`src/rtl/secbuf_pkg.sv`:
```
package secbuf_pkg;

   typedef enum logic [2:0] {
      ST_IDLE,
      ST_LD_A,
      ST_LD_B,
      ST_HOST,
      ST_CWAIT,
      ST_CRUN
   } seq_st_t;

   typedef enum logic [1:0] {
      OP_NONE,
      OP_FILL,
      OP_FETCH,
      OP_COPY
   } op_t;

   localparam logic [2:0] RA_DATA = 3'd0;
   localparam logic [2:0] RA_SIZE = 3'd3;
   localparam logic [2:0] RA_CMD  = 3'd7;

   localparam int SB_BUSY = 7;
   localparam int SB_DRQ  = 3;
   localparam int SB_DONE = 1;
   localparam int SB_ERR  = 0;

   function automatic op_t decode_op(input logic [3:0] nib);
      case (nib)
         4'h1:    return OP_FILL;
         4'h2:    return OP_FETCH;
         4'h3:    return OP_COPY;
         default: return OP_NONE;
      endcase
   endfunction

endpackage

```
`src/rtl/secbuf_regs.sv`:
```
module secbuf_regs
   import secbuf_pkg::*;
#(
   parameter int SIZE_W   = 8,
   parameter int SIZE_RST = 1
) (
   input  logic              clk,
   input  logic              rst_n,
   input  logic              host_cs,
   input  logic              host_rd,
   input  logic              host_wr,
   input  logic [2:0]        host_addr,
   input  logic [7:0]        host_wdata,
   input  logic [7:0]        bus_in,
   input  logic              busy,
   input  logic              drq,
   input  logic              fin,
   input  logic              fin_err,
   output logic [7:0]        host_rdata,
   output logic              cmd_go,
   output op_t               cmd_op,
   output logic [SIZE_W-1:0] size_q,
   output logic              intrq
);

   logic wr_ok;
   logic stat_rd;
   logic done_q;
   logic err_q;
   logic [7:0] stat_byte;

   assign wr_ok   = host_cs & host_wr & ~busy;
   assign cmd_go  = wr_ok & (host_addr == RA_CMD);
   assign cmd_op  = decode_op(host_wdata[7:4]);
   assign stat_rd = host_cs & host_rd & (host_addr == RA_CMD);

   always_ff @(posedge clk or negedge rst_n) begin
      if (!rst_n) begin
         size_q <= SIZE_W'(SIZE_RST);
      end else if (wr_ok && host_addr == RA_SIZE) begin
         size_q <= host_wdata[SIZE_W-1:0];
      end
   end

   always_ff @(posedge clk or negedge rst_n) begin
      if (!rst_n) begin
         intrq  <= 1'b0;
         done_q <= 1'b0;
         err_q  <= 1'b0;
      end else begin
         if (fin) begin
            intrq  <= 1'b1;
            done_q <= 1'b1;
            err_q  <= fin_err;
         end else if (cmd_go) begin
            intrq  <= 1'b0;
            done_q <= 1'b0;
            err_q  <= 1'b0;
         end else if (stat_rd) begin
            intrq  <= 1'b0;
         end
      end
   end

   always_comb begin
      stat_byte          = 8'h00;
      stat_byte[SB_BUSY] = busy;
      stat_byte[SB_DRQ]  = drq;
      stat_byte[SB_DONE] = done_q;
      stat_byte[SB_ERR]  = err_q;
   end

   always_comb begin
      case (host_addr)
         RA_DATA: host_rdata = bus_in;
         RA_SIZE: host_rdata = 8'(size_q);
         RA_CMD:  host_rdata = stat_byte;
         default: host_rdata = 8'h00;
      endcase
   end

endmodule

```
`src/rtl/secbuf_seq.sv`:
```
module secbuf_seq
   import secbuf_pkg::*;
#(
   parameter int SIZE_W    = 8,
   parameter int UNIT_LOG2 = 7
) (
   input  logic              clk,
   input  logic              rst_n,
   input  logic              cmd_go,
   input  op_t               cmd_op,
   input  logic [SIZE_W-1:0] size_q,
   input  logic              ctl_busy,
   input  logic              host_cs,
   input  logic              host_rd,
   input  logic              host_wr,
   input  logic [2:0]        host_addr,
   output seq_st_t           state,
   output logic              busy,
   output logic              drq,
   output logic              acc,
   output logic              acc_wr,
   output logic              fin,
   output logic              fin_err,
   output logic              buf_ready
);

   localparam int SPAN_W = SIZE_W + UNIT_LOG2;
   localparam int LEN_W  = SPAN_W + 1;

   op_t              op_q;
   logic             second_q;
   logic [LEN_W-1:0] len_q;
   logic [LEN_W-1:0] cnt_q;
   logic [LEN_W-1:0] len_new;
   logic             last;
   logic             host_first;

   always_comb begin
      if (size_q == '0) len_new = LEN_W'(1) << SPAN_W;
      else              len_new = LEN_W'(size_q) << UNIT_LOG2;
   end

   assign busy       = (state != ST_IDLE);
   assign drq        = (state == ST_HOST);
   assign buf_ready  = (state == ST_CWAIT);
   assign acc_wr     = (op_q == OP_FILL);
   assign acc        = drq & host_cs & (host_addr == RA_DATA) & ~ctl_busy
                       & (acc_wr ? host_wr : host_rd);
   assign last       = acc & (LEN_W'(cnt_q + 1'b1) == len_q);
   assign host_first = (op_q == OP_FILL && !second_q) ||
                       (op_q == OP_FETCH && second_q);

   assign fin_err = cmd_go & ~busy & (cmd_op == OP_NONE);
   assign fin     = fin_err
                  | (last & (op_q == OP_FETCH))
                  | ((state == ST_CRUN) & ~ctl_busy & (op_q != OP_FETCH));

   always_ff @(posedge clk or negedge rst_n) begin
      if (!rst_n) begin
         state    <= ST_IDLE;
         op_q     <= OP_NONE;
         second_q <= 1'b0;
         len_q    <= '0;
         cnt_q    <= '0;
      end else begin
         case (state)
            ST_IDLE: begin
               if (cmd_go && cmd_op != OP_NONE) begin
                  state    <= ST_LD_A;
                  op_q     <= cmd_op;
                  second_q <= 1'b0;
                  len_q    <= len_new;
               end
            end
            ST_LD_A: begin
               if (!ctl_busy) state <= ST_LD_B;
            end
            ST_LD_B: begin
               if (!ctl_busy) begin
                  cnt_q <= '0;
                  state <= host_first ? ST_HOST : ST_CWAIT;
               end
            end
            ST_HOST: begin
               if (acc) cnt_q <= LEN_W'(cnt_q + 1'b1);
               if (last) begin
                  if (op_q == OP_FILL) begin
                     state    <= ST_LD_A;
                     second_q <= 1'b1;
                  end else begin
                     state <= ST_IDLE;
                  end
               end
            end
            ST_CWAIT: begin
               if (ctl_busy) state <= ST_CRUN;
            end
            ST_CRUN: begin
               if (!ctl_busy) begin
                  if (op_q == OP_FETCH) begin
                     state    <= ST_LD_A;
                     second_q <= 1'b1;
                  end else begin
                     state <= ST_IDLE;
                  end
               end
            end
            default: state <= ST_IDLE;
         endcase
      end
   end

endmodule

```
`src/rtl/secbuf_bus.sv`:
```
module secbuf_bus
   import secbuf_pkg::*;
#(
   parameter int BASE_ADDR = 0,
   parameter bit HI_FIRST  = 1'b1
) (
   input  logic       clk,
   input  logic       rst_n,
   input  seq_st_t    state,
   input  logic       acc,
   input  logic       acc_wr,
   input  logic [7:0] host_wdata,
   input  logic       ctl_busy,
   output logic       addr_le,
   output logic       ram_cs,
   output logic       cnt_inc_n,
   output logic [7:0] bus_out,
   output logic       bus_oe
);

   localparam logic [15:0] BASE_V = 16'(BASE_ADDR);

   logic [7:0] byte_a;
   logic [7:0] byte_b;
   logic       ld;
   logic       inc_q;

   generate
      if (HI_FIRST) begin : g_hi_first
         assign byte_a = BASE_V[15:8];
         assign byte_b = BASE_V[7:0];
      end else begin : g_lo_first
         assign byte_a = BASE_V[7:0];
         assign byte_b = BASE_V[15:8];
      end
   endgenerate

   assign ld      = (state == ST_LD_A) || (state == ST_LD_B);
   assign addr_le = ld & ~ctl_busy;
   assign ram_cs  = acc;
   assign bus_oe  = ~ctl_busy & (ld | (acc & acc_wr));

   always_comb begin
      if (state == ST_LD_A)      bus_out = byte_a;
      else if (state == ST_LD_B) bus_out = byte_b;
      else                       bus_out = host_wdata;
   end

   always_ff @(posedge clk or negedge rst_n) begin
      if (!rst_n) inc_q <= 1'b1;
      else        inc_q <= ~acc;
   end

   assign cnt_inc_n = inc_q | ctl_busy;

endmodule

```
`src/rtl/secbuf_mgr.sv`:
```
module secbuf_mgr
   import secbuf_pkg::*;
#(
   parameter int SIZE_W    = 8,
   parameter int UNIT_LOG2 = 7,
   parameter int SIZE_RST  = 1,
   parameter int BASE_ADDR = 0,
   parameter bit HI_FIRST  = 1'b1
) (
   input  logic       clk,
   input  logic       rst_n,
   input  logic       host_cs,
   input  logic       host_rd,
   input  logic       host_wr,
   input  logic [2:0] host_addr,
   input  logic [7:0] host_wdata,
   output logic [7:0] host_rdata,
   output logic       drq,
   output logic       intrq,
   input  logic       ctl_busy,
   output logic       buf_ready,
   output logic       addr_le,
   output logic       ram_cs,
   output logic       cnt_inc_n,
   output logic [7:0] bus_out,
   output logic       bus_oe,
   input  logic [7:0] bus_in
);

   generate
      if (SIZE_W < 1 || SIZE_W > 8) begin : g_bad_size
         $error("SIZE_W must lie in 1..8");
      end
      if (SIZE_W + UNIT_LOG2 > 16) begin : g_bad_span
         $error("buffer span exceeds 16 address bits");
      end
   endgenerate

   seq_st_t           state;
   op_t               cmd_op;
   logic              cmd_go;
   logic [SIZE_W-1:0] size_q;
   logic              busy;
   logic              acc;
   logic              acc_wr;
   logic              fin;
   logic              fin_err;

   secbuf_regs #(.SIZE_W(SIZE_W), .SIZE_RST(SIZE_RST)) u_regs (
      .clk(clk), .rst_n(rst_n),
      .host_cs(host_cs), .host_rd(host_rd), .host_wr(host_wr),
      .host_addr(host_addr), .host_wdata(host_wdata), .bus_in(bus_in),
      .busy(busy), .drq(drq), .fin(fin), .fin_err(fin_err),
      .host_rdata(host_rdata), .cmd_go(cmd_go), .cmd_op(cmd_op),
      .size_q(size_q), .intrq(intrq)
   );

   secbuf_seq #(.SIZE_W(SIZE_W), .UNIT_LOG2(UNIT_LOG2)) u_seq (
      .clk(clk), .rst_n(rst_n),
      .cmd_go(cmd_go), .cmd_op(cmd_op), .size_q(size_q),
      .ctl_busy(ctl_busy),
      .host_cs(host_cs), .host_rd(host_rd), .host_wr(host_wr),
      .host_addr(host_addr),
      .state(state), .busy(busy), .drq(drq), .acc(acc), .acc_wr(acc_wr),
      .fin(fin), .fin_err(fin_err), .buf_ready(buf_ready)
   );

   secbuf_bus #(.BASE_ADDR(BASE_ADDR), .HI_FIRST(HI_FIRST)) u_bus (
      .clk(clk), .rst_n(rst_n),
      .state(state), .acc(acc), .acc_wr(acc_wr),
      .host_wdata(host_wdata), .ctl_busy(ctl_busy),
      .addr_le(addr_le), .ram_cs(ram_cs), .cnt_inc_n(cnt_inc_n),
      .bus_out(bus_out), .bus_oe(bus_oe)
   );

endmodule

```
`config.mk`:
```
export PLATFORM = sky130hd
export DESIGN_NAME = secbuf_mgr
export DESIGN_NICKNAME = d
export VERILOG_FILES = /design/src/rtl/secbuf_pkg.sv /design/src/rtl/secbuf_regs.sv /design/src/rtl/secbuf_seq.sv /design/src/rtl/secbuf_bus.sv /design/src/rtl/secbuf_mgr.sv
export SDC_FILE = /design/constraint.sdc
export NUM_CORES = 1
export LEC_CHECK = 0
export BUFFER_PORTS_ARGS = -buffer_cell sky130_fd_sc_hd__buf_2
export CORE_ASPECT_RATIO = 0.8
export CORE_MARGIN = 2
export CORE_UTILIZATION = 56
export DETAILED_ROUTE_END_ITERATION = 10
export GPL_TIMING_DRIVEN = 0
export PLACE_DENSITY = 0.8
export RECOVER_POWER = 100
export SYNTH_ARGS = -nofsm -noshare
export SYNTH_HDL_FRONTEND = slang
export SYNTH_HIERARCHICAL = 1
export SYNTH_SLANG_ARGS = --single-unit
```
`constraint.sdc`:
```
create_clock -name clk -period 3.7 [get_ports clk]
set_input_delay 1.11 -clock clk [delete_from_list [all_inputs] [get_ports clk]]
set_output_delay 1.11 -clock clk [all_outputs]
set_load 0.01 [all_outputs]
```
Word level (Yosys, flattened, before mapping)
Cells that the tools add are included.

Add/subtract/negate cells: 1. Eq/ne operators: 23. Muxes and demuxes: 31. Bitwise operators: 25. Reduce and logical (&&, ||, !) cells: 21.

Operator list (count): 16-bit two-way mux (3); 16-bit case mux with 2 select lines (1); 8-bit case mux with 3 select lines (1); 3-bit two-way mux (7); 1-bit bitwise AND (18); 3-bit case mux with 6 select lines (1); 16-bit by 1-bit adder with 16-bit output, second input constant (1); 16-bit equality test (1); 8-bit two-way mux (2); 1-bit two-way mux (14); 6-bit AND reduction (2); 2-bit by 1-bit inequality test with 1-bit output, second input constant (5); 2-bit inequality test, second input constant (5); 3-bit by 2-bit equality test with 1-bit output, second input constant (3); 3-bit equality test, second input constant (3); 3-bit nonzero test (3); 4-bit by 2-bit equality test with 1-bit output, second input constant (2); 8-bit zero test (1); 3-bit zero test (2); 2-bit case mux with 3 select lines (1); 2-bit nonzero test (3); 4-bit by 1-bit equality test with 1-bit output, second input constant (1); 1-bit logical AND (4); 1-bit bitwise OR (4); other kinds (10) (13).

Register bits: 50. Input port bits: 25. Output and inout bits: 23. Word-level logic and storage cells: 111.

Longest topological paths before layout
Gate-level depths: netlist (run 1).

Depth after elaboration: 10. Depth in mapped cells: 11. Mapped depth without buffers: 10.

Hierarchy
The synthesis (run 1) kept the hierarchy.

By module, submodules not included: secbuf_seq (times used 1, cells each 226, area each 1969.4 µm², sequential area each 775.7 µm²); secbuf_regs (times used 1, cells each 57, area each 609.3 µm², sequential area each 276.5 µm²); secbuf_bus (times used 1, cells each 18, area each 147.6 µm², sequential area each 26.3 µm²).

Least setup slack after synthesis (run 1)
No wires, ideal clock.

Path type: input port to output port. Start: input port host_addr[1]. End: output port bus_oe. Data arrival time: 2372 ps. Required time: 2590 ps. Path slack: 218 ps. Stages on the path: 5. Buffers on the path: 0. Path through: or4b_1 -> nor3_1 -> nand2_1 -> inv_2 -> a32o_1.

Longest elaborated chain between the ends: 7.

RTL lines: start, declared (line secbuf_mgr.sv:15) `input logic [2:0] host_addr,`; 3-bit zero test (line secbuf_seq.sv:47) `assign acc = drq & host_cs & (host_addr == RA_DATA) & ~ctl_busy`; 1-bit bitwise AND (2 in series) (line secbuf_seq.sv:47); 1-bit bitwise AND (line secbuf_seq.sv:48) `& (acc_wr ? host_wr : host_rd);`; via acc (line secbuf_mgr.sv:44) `logic acc;`; 1-bit bitwise AND (line secbuf_bus.sv:41) `assign bus_oe = ~ctl_busy & (ld | (acc & acc_wr));`; 1-bit bitwise OR (line secbuf_bus.sv:41); 1-bit bitwise AND (line secbuf_bus.sv:41); end, declared (line secbuf_mgr.sv:26) `output logic bus_oe,`.

The timed path passes the listed nets, and every way through them passes these cells.

Worst setup path in the final report (run 1)
Same ends and word-level chain as after synthesis.

==> results of run 1 <==
## worst paths after layout
kind / start / to / cells past startpoint
max in group asynchronous: rst_n / u_seq/cnt_q[14] / 1
hold reg to reg: u_seq/cnt_q[15] / u_seq/cnt_q[15] / 1
setup reg to reg: u_seq/state[0] / u_seq/len_q[14] / 10
hold / removal: u_seq/cnt_q[15] / u_seq/cnt_q[15] / 1
min in group asynchronous: rst_n / u_seq/cnt_q[0] / 1
setup / recovery: host_addr[1] / bus_oe / 7
## stage by stage
stage | total power [mW] | hold slack, ns
floorplan | 0.951 | 0.449
global placement | 1.13 | 0.491
detailed placement | 1.14 | 0.494
CTS | 1.47 | 0.512
global route | 1.54 | 0.543
finish | 1.44 | 0.514
## critical path: stages
cell      delay (ns)
buf_2           0.13
or4b_4          0.57
nor3_4          0.19
nand2_2         0.11
clkinv_4        0.12
a32o_1          0.16
buf_2           0.13
## area by class of cell
| cell class | instances | area share, % |
|---|---|---|
| plain buffers | 11 | 1.58 |
| clock buffers | 5 | 2.22 |
| clock inverters | 3 | 0.849 |
| inverters | 13 | 1.74 |
| multi-input cells | 234 | 49.4 |
| flip-flops and latches | 43 | 34.8 |
| well taps | 60 | 2.43 |
| repair buffers | 48 | 6.99 |
## repair_timing
action | 4_1_cts | 5_1_grt
resized for setup | 3 | 4
pin swaps | 1 | 1
setup endpoints to repair | 2 | 1
buffers inserted | 1 | 0
## routing by layer
| layer | track usage, % | part of all wire, % | vias to the layer above |
|---|---|---|---|
| met4 | 6.67 | 0.80 | 0 |
| met3 | 4.51 | 6.6 | 8 |
| li1 | - | - | 1203 |
| met5 | 0 | 0 | - |
| met1 | 40.6 | 48 | 1147 |
| met2 | 38.8 | 44 | 92 |
## state kept, by name, summed over array words and instances, names as in the netlist
name	flops
u_regs/intrq	1
u_seq/cnt_q	16
u_bus/inc_q	1
u_seq/second_q	1
u_seq/state	3
u_seq/op_q	2
u_regs/size_q	8
u_regs/err_q	1
u_regs/done_q	1
u_seq/len_q	9
## where the power goes
part	switching (mW)	internal, mW
clock network	0.189	0.140
registers	0.0869	0.552
logic	0.284	0.191
total	0.561	0.884
## cell usage in the layout (no fill, tap or decap), types with 6 or more instances in the layout
cell type / n
dfrtp_1: 41
o21ai_0: 31
a21boi_0: 8
mux2i_1: 6
nor2_1: 25
xnor2_1: 7
nand2_1: 31
nor3_1: 7
buf_2: 27
and3_1: 6
inv_1: 12
nand4_1: 6
nor4_1: 8
mux2_2: 16
a21oi_1: 7
clkbuf_1: 28
xor2_1: 7
## cells by family after synthesis
family	Yosys count	share of synthesized area (%)
AND/OR/NAND/NOR	119	23.6
adder cells (fa/ha/maj)	1	0.459
AO/OA/AOI/OAI	77	18.7
buffers and inverters	24	3.67
XOR/XNOR	14	4.77
multiplexers	23	9.22
flip-flops	43	39.6
==> summary.md, run 1 <==
| Metric | Value |
|---|---|
| Antenna-violating nets left | `0` |
| Total Neg Setup Slack | `0 ns` |
| Synth Net Count | `327` |
| CTS buffer count | `5` |
| CP arrival | `2.52 ns` |
| Finish-stage setup viols | `0` |
| Place WS | `-0.259 ns` |
| Min-delay worst type | `flip-flop to flip-flop` |
| Clock buffer depth | `2` |
| Layout cells sized above 1 | `20.2%` |
| Root buffer cell | `clkbuf_8` |
| Worst-Margin Slew | `2.25 ns` |
| F_max | `0.276 GHz` |
| Seq/Total Area, Yosys | `39.6%` |
| Final number of hold-violating endpoints | `0` |
| Vias in the first global route | `2154` |
| Routed len/inst | `16.1 um` |
| Commonest cells post-synth | `dfrtp_1 (41), nand2_1 (32), o21ai_0 (31)` |
| Lkg Pwr | `1.41 nW` |
| Fill count | `401` |
| IO buf count | `47` |
| Die height | `66.4 um` |
| Global-route wire length before repair | `10800 um` |
| Via count | `2450` |
| Unrepaired setup endpoints after global routing | `false` |
| Nets | `382` |
| Gr usage total | `26.6%` |
| Placed cell count | `408` |
| Final core utilization | `66.9%` |
| Yosys warning total | `6` |
| First drt pass iteration count | `5` |
| Mean Syn Cell Area | `9.06 um^2` |
| TritonCTS clock tree | `built` |
| Total grt overflow | `0` |
| Critical path class | `input port to output pin` |
| Status | `finished, violations left` |
| Post-synth EDFFs | `0` |
| Clock skew | `0.00865 ns` |
| Setup ws final | `0.0732 ns` |
| Die span in x | `82.0 um` |
| Max Cap Viol | `2` |
| Initial Util | `59.0%` |
| VDD IR-drop max | `0.000375 V` |
| Clock Latency Late Sink | `0.31 ns` |
| Mapped cell area | `2730 um^2` |
| Final Routed Wirelength | `6710 um` |
| Failing checks | `capacitance limit, slew limit` |
| Gpl congestion | `0.956` |
| Num rows | `22` |
| Num ports | `48` |
| Ys async rst share | `100%` |
| Starting DRC count in detailed routing | `160` |
| Relative max-transition margin | `-50.2%` |
| Crit path time final | `3.63 ns` |
| Placed cell area | `3040 um^2` |
| Synth cell types | `60` |
| Period utilisation layout | `98.0%` |
| Synth area leader | `dfrtp_1` |
| Register Area | `1080 um^2` |
| Worst EP required | `2.59 ns` |
| Critical Path Start Type | `input port` |
| Crit end category | `output pin` |
| Area Overhead vs Synth | `13.5%` |
| CP Max Fanout | `12` |
| Reg2reg setup slack | `0.61 ns` |
| Largest net degree at the start of global routing | `44` |
| Post-route cell area | `3100 um^2` |
| Clock Sinks | `43` |
| Pwr Density | `467 nW/um^2` |
| Post-synth top area share | `37.6%` |
| Routed vias/inst | `5.88` |
| Drt drc | `0` |
| Seq cells post-synth | `43` |
| Core footprint | `4620 um^2` |
| CTS H-tree depth | `2` |
| Die area | `5450 um^2` |
| ANT cells | `0` |
| Count leader, synth | `dfrtp_1` |
| Top FF cell, synth | `dfrtp_1` |
| Non-Filler Instances | `417` |
| Synth top area cells | `dfrtp_1 (38%), mux2_2 (7.0%), o21ai_0 (5.7%)` |
| Slew Viols, Final | `53` |
| Post-DP HPWL | `4910 um` |
| Clk slew on worst S/H paths | `0.10 ns` |
| Area used by multi-input combinational logic | `1530 um^2` |
| Initial antenna violation count | `0` |
| Hold bufs inserted after CTS | `0` |
| Gate Count Post-Synth | `301` |
Power figures use the tool's default switching activity.
==> run 2, diff against run 1 <==
--- a/config.mk
+++ b/config.mk
@@ -8,10 +8,10 @@
 export BUFFER_PORTS_ARGS = -buffer_cell sky130_fd_sc_hd__buf_2
 export CORE_ASPECT_RATIO = 0.8
 export CORE_MARGIN = 2
-export CORE_UTILIZATION = 56
+export CORE_UTILIZATION = 60
 export DETAILED_ROUTE_END_ITERATION = 10
 export GPL_TIMING_DRIVEN = 0
-export PLACE_DENSITY = 0.8
+export PLACE_DENSITY = 0.89
 export RECOVER_POWER = 100
 export SYNTH_ARGS = -nofsm -noshare
 export SYNTH_HDL_FRONTEND = slang
==> constraint.sdc (replaced) <==
create_clock -name clk -period 4.2 [get_ports clk]
set_input_delay 1.26 -clock clk [delete_from_list [all_inputs] [get_ports clk]]
set_output_delay 1.26 -clock clk [all_outputs]
set_load 0.01 [all_outputs]
==> run 2 against run 1 <==
The flow still finishes with violations (capacitance limit, slew limit); routed wire length grew 1.2%; worst hold slack better by 0.0037 ns; first-iteration DRC count grew 91%; critical path depth unchanged; utilization up 5.5 points; setup slack better by 0.047 ns; sequential share of layout area decreased by 0.070 points; combinational power fell by 12%; non-clock buffer count increased by 1; die area down 6.3%; cell area grew 0.20%; power decreased by 8.8%.
==> summary.md, run 2 (synthesized netlist as in run 1, its figures left out) <==
| Metric | Value |
|---|---|
| Most frequent CP cell | `buf_2` |
| TritonCTS clock tree | `built` |
| Biggest regs | `u_seq/cnt_q (16), u_seq/len_q (9), u_regs/size_q (8)` |
| Num rows | `21` |
| CTS H-tree depth | `2` |
| VDD IR-drop max | `0.000354 V` |
| Gpl congestion | `0.952` |
| Crit path depth | `7` |
| Critical path's largest stage delay | `0.57 ns` |
| CP delay by family, top | `simple AND/OR/NAND/NOR gates` |
| Die area | `5100 um^2` |
| Routed len/inst | `16.4 um` |
| Crit path cell chain | `buf_2 > or4b_1 > nor3_1 > nand2_2 > inv_4 > a32o_1 > buf_2` |
| Final number of hold-violating endpoints | `0` |
| Worst EP required | `2.94 ns` |
| Unrepaired setup endpoints after global routing | `false` |
| Slew Viols, Final | `53` |
| Worst-Margin Slew | `2.27 ns` |
| Status | `finished, violations left` |
| Antenna-violating nets left | `0` |
| First drt pass iteration count | `5` |
| Initial Util | `63.7%` |
| CTS buffer count | `5` |
| Worst hold stages | `1` |
| Gr usage total | `28.4%` |
| Num ports | `48` |
| Min-delay worst type | `flip-flop to flip-flop` |
| Max reg flops | `16` |
| CP arrival | `2.82 ns` |
| Clock skew | `0.0109 ns` |
| Slowest cell on crit path | `or4b_1` |
| Most frequent cells in the layout | `dfrtp_1 (41), nand2_1 (31), o21ai_0 (31), clkbuf_1 (28), buf_2 (27)` |
| Initial antenna violation count | `0` |
| ANT cells | `0` |
| Root buffer cell | `clkbuf_8` |
| Starting DRC count in detailed routing | `306` |
| Drt drc | `0` |
| Path depth of the worst reg2reg path | `9` |
| Nets | `383` |
| Via count | `2570` |
| Global-route wire length before repair | `11200 um` |
| Clock Sinks | `43` |
| Critical Path Start Type | `input port` |
| Placed cell area | `3030 um^2` |
| Critical path class | `input port to output pin` |
| Layout cells sized above 1 | `20.1%` |
| Relative max-transition margin | `-51.6%` |
| Total grt overflow | `0` |
| Final Routed Wirelength | `6790 um` |
| Clk slew on worst S/H paths | `0.09 ns` |
| F_max | `0.245 GHz` |
| Commonest non-fill, non-tap cell in the layout | `dfrtp_1` |
| Clock buffer depth | `2` |
| Die height | `64.3 um` |
| Post-DP HPWL | `4890 um` |
| IO buf count | `47` |
| Vias in the first global route | `2293` |
| Largest Register | `u_seq/cnt_q` |
| Pwr Density | `425 nW/um^2` |
| CP Max Fanout | `12` |
| Routed vias/inst | `6.19` |
| Post-route cell area | `3100 um^2` |
| Hold bufs inserted after CTS | `0` |
| Largest net degree at the start of global routing | `44` |
| Clock Latency Late Sink | `0.30 ns` |
| Failing checks | `capacitance limit, slew limit` |
| Worst Path Buf+Inv | `3` |
| Finish-stage setup viols | `0` |
| Fill count | `338` |
| Core footprint | `4280 um^2` |
| Total Neg Setup Slack | `0 ns` |
| Area Overhead vs Synth | `13.8%` |
| Crit path time final | `4.08 ns` |
| Crit end category | `output pin` |
| Lkg Pwr | `1.41 nW` |
| Period utilisation layout | `97.1%` |
| Die span in x | `79.4 um` |
| Max Cap Viol | `2` |
==> run 2: worst reg2reg max path: stages, from the launching register on <==
cell       delay [ns]
dfrtp_1          0.40
clkbuf_1         0.20
nand2b_1         0.27
or3_1            0.41
a2111oi_0        0.53
nand4_1          0.19
o41ai_1          0.47
a21o_1           0.25
nand2b_1         0.12
o21ai_0          0.07
==> run 2: timing repair <==
item / 4_1_cts / 5_1_grt
cloned: 0 / 0
resized for setup: 2 / 0
buffers inserted: 0 / 2
pin swaps: 0 / 1
setup endpoints to repair: 2 / 2
hold endpoints to repair: 0 / 0
==> run 2: worst paths after layout <==
kind,from,endpoint,slack (ns)
max in group asynchronous,rst_n,u_seq/second_q,1.28
worst max-delay path,host_addr[1],bus_oe,0.12
worst max register to register,u_seq/state[2],u_regs/err_q,1.17
min in group asynchronous,rst_n,u_regs/done_q,1.63
worst min register to register,u_seq/cnt_q[15],u_seq/cnt_q[15],0.52
worst min-delay path,u_seq/cnt_q[15],u_seq/cnt_q[15],0.52
==> run 2: power by group <==
group	switching, mW	internal (mW)
combinational	0.248	0.168
sequential	0.0745	0.486
clock	0.160	0.180
==> run 2: final cells by class <==
cell class	count	area, um^2	area share (%)
flip-flops and latches	43	1080	34.8
clock inverters	3	47.5	1.53
well taps	57	71.3	2.30
repair buffers	49	224	7.22
inverters	13	51.3	1.65
multi-input cells	234	1510	48.7
clock buffers	5	68.8	2.22
plain buffers	11	48.8	1.57
==> run 2: through the flow <==
stage          instances  total power, mW  hold slack (ns)  util, %  setup slack (ns)
3_3_place_gp         405            0.993            0.495     70.8           -0.0427
4_1_cts              413             1.34            0.512     73.6            0.0303
2_1_floorplan        301            0.837            0.449        -             0.418
5_1_grt              415             1.39            0.550     72.4            0.0366
3_5_place_dp         405             1.00            0.496     70.8           -0.0884
6_report             415             1.32            0.518     72.4             0.120
==> run 2: per-layer routing <==
layer  part of all wire (%)  track usage [%]  wire, um  vias to the layer above
li1                       -                -         -                     1206
met1                     45             42.5      3090                     1235
met2                     45             42.5      3060                      115
met3                    8.1             4.66       552                       14
met4                    1.3             7.97        88                        0
met5                      0                0         0                        -
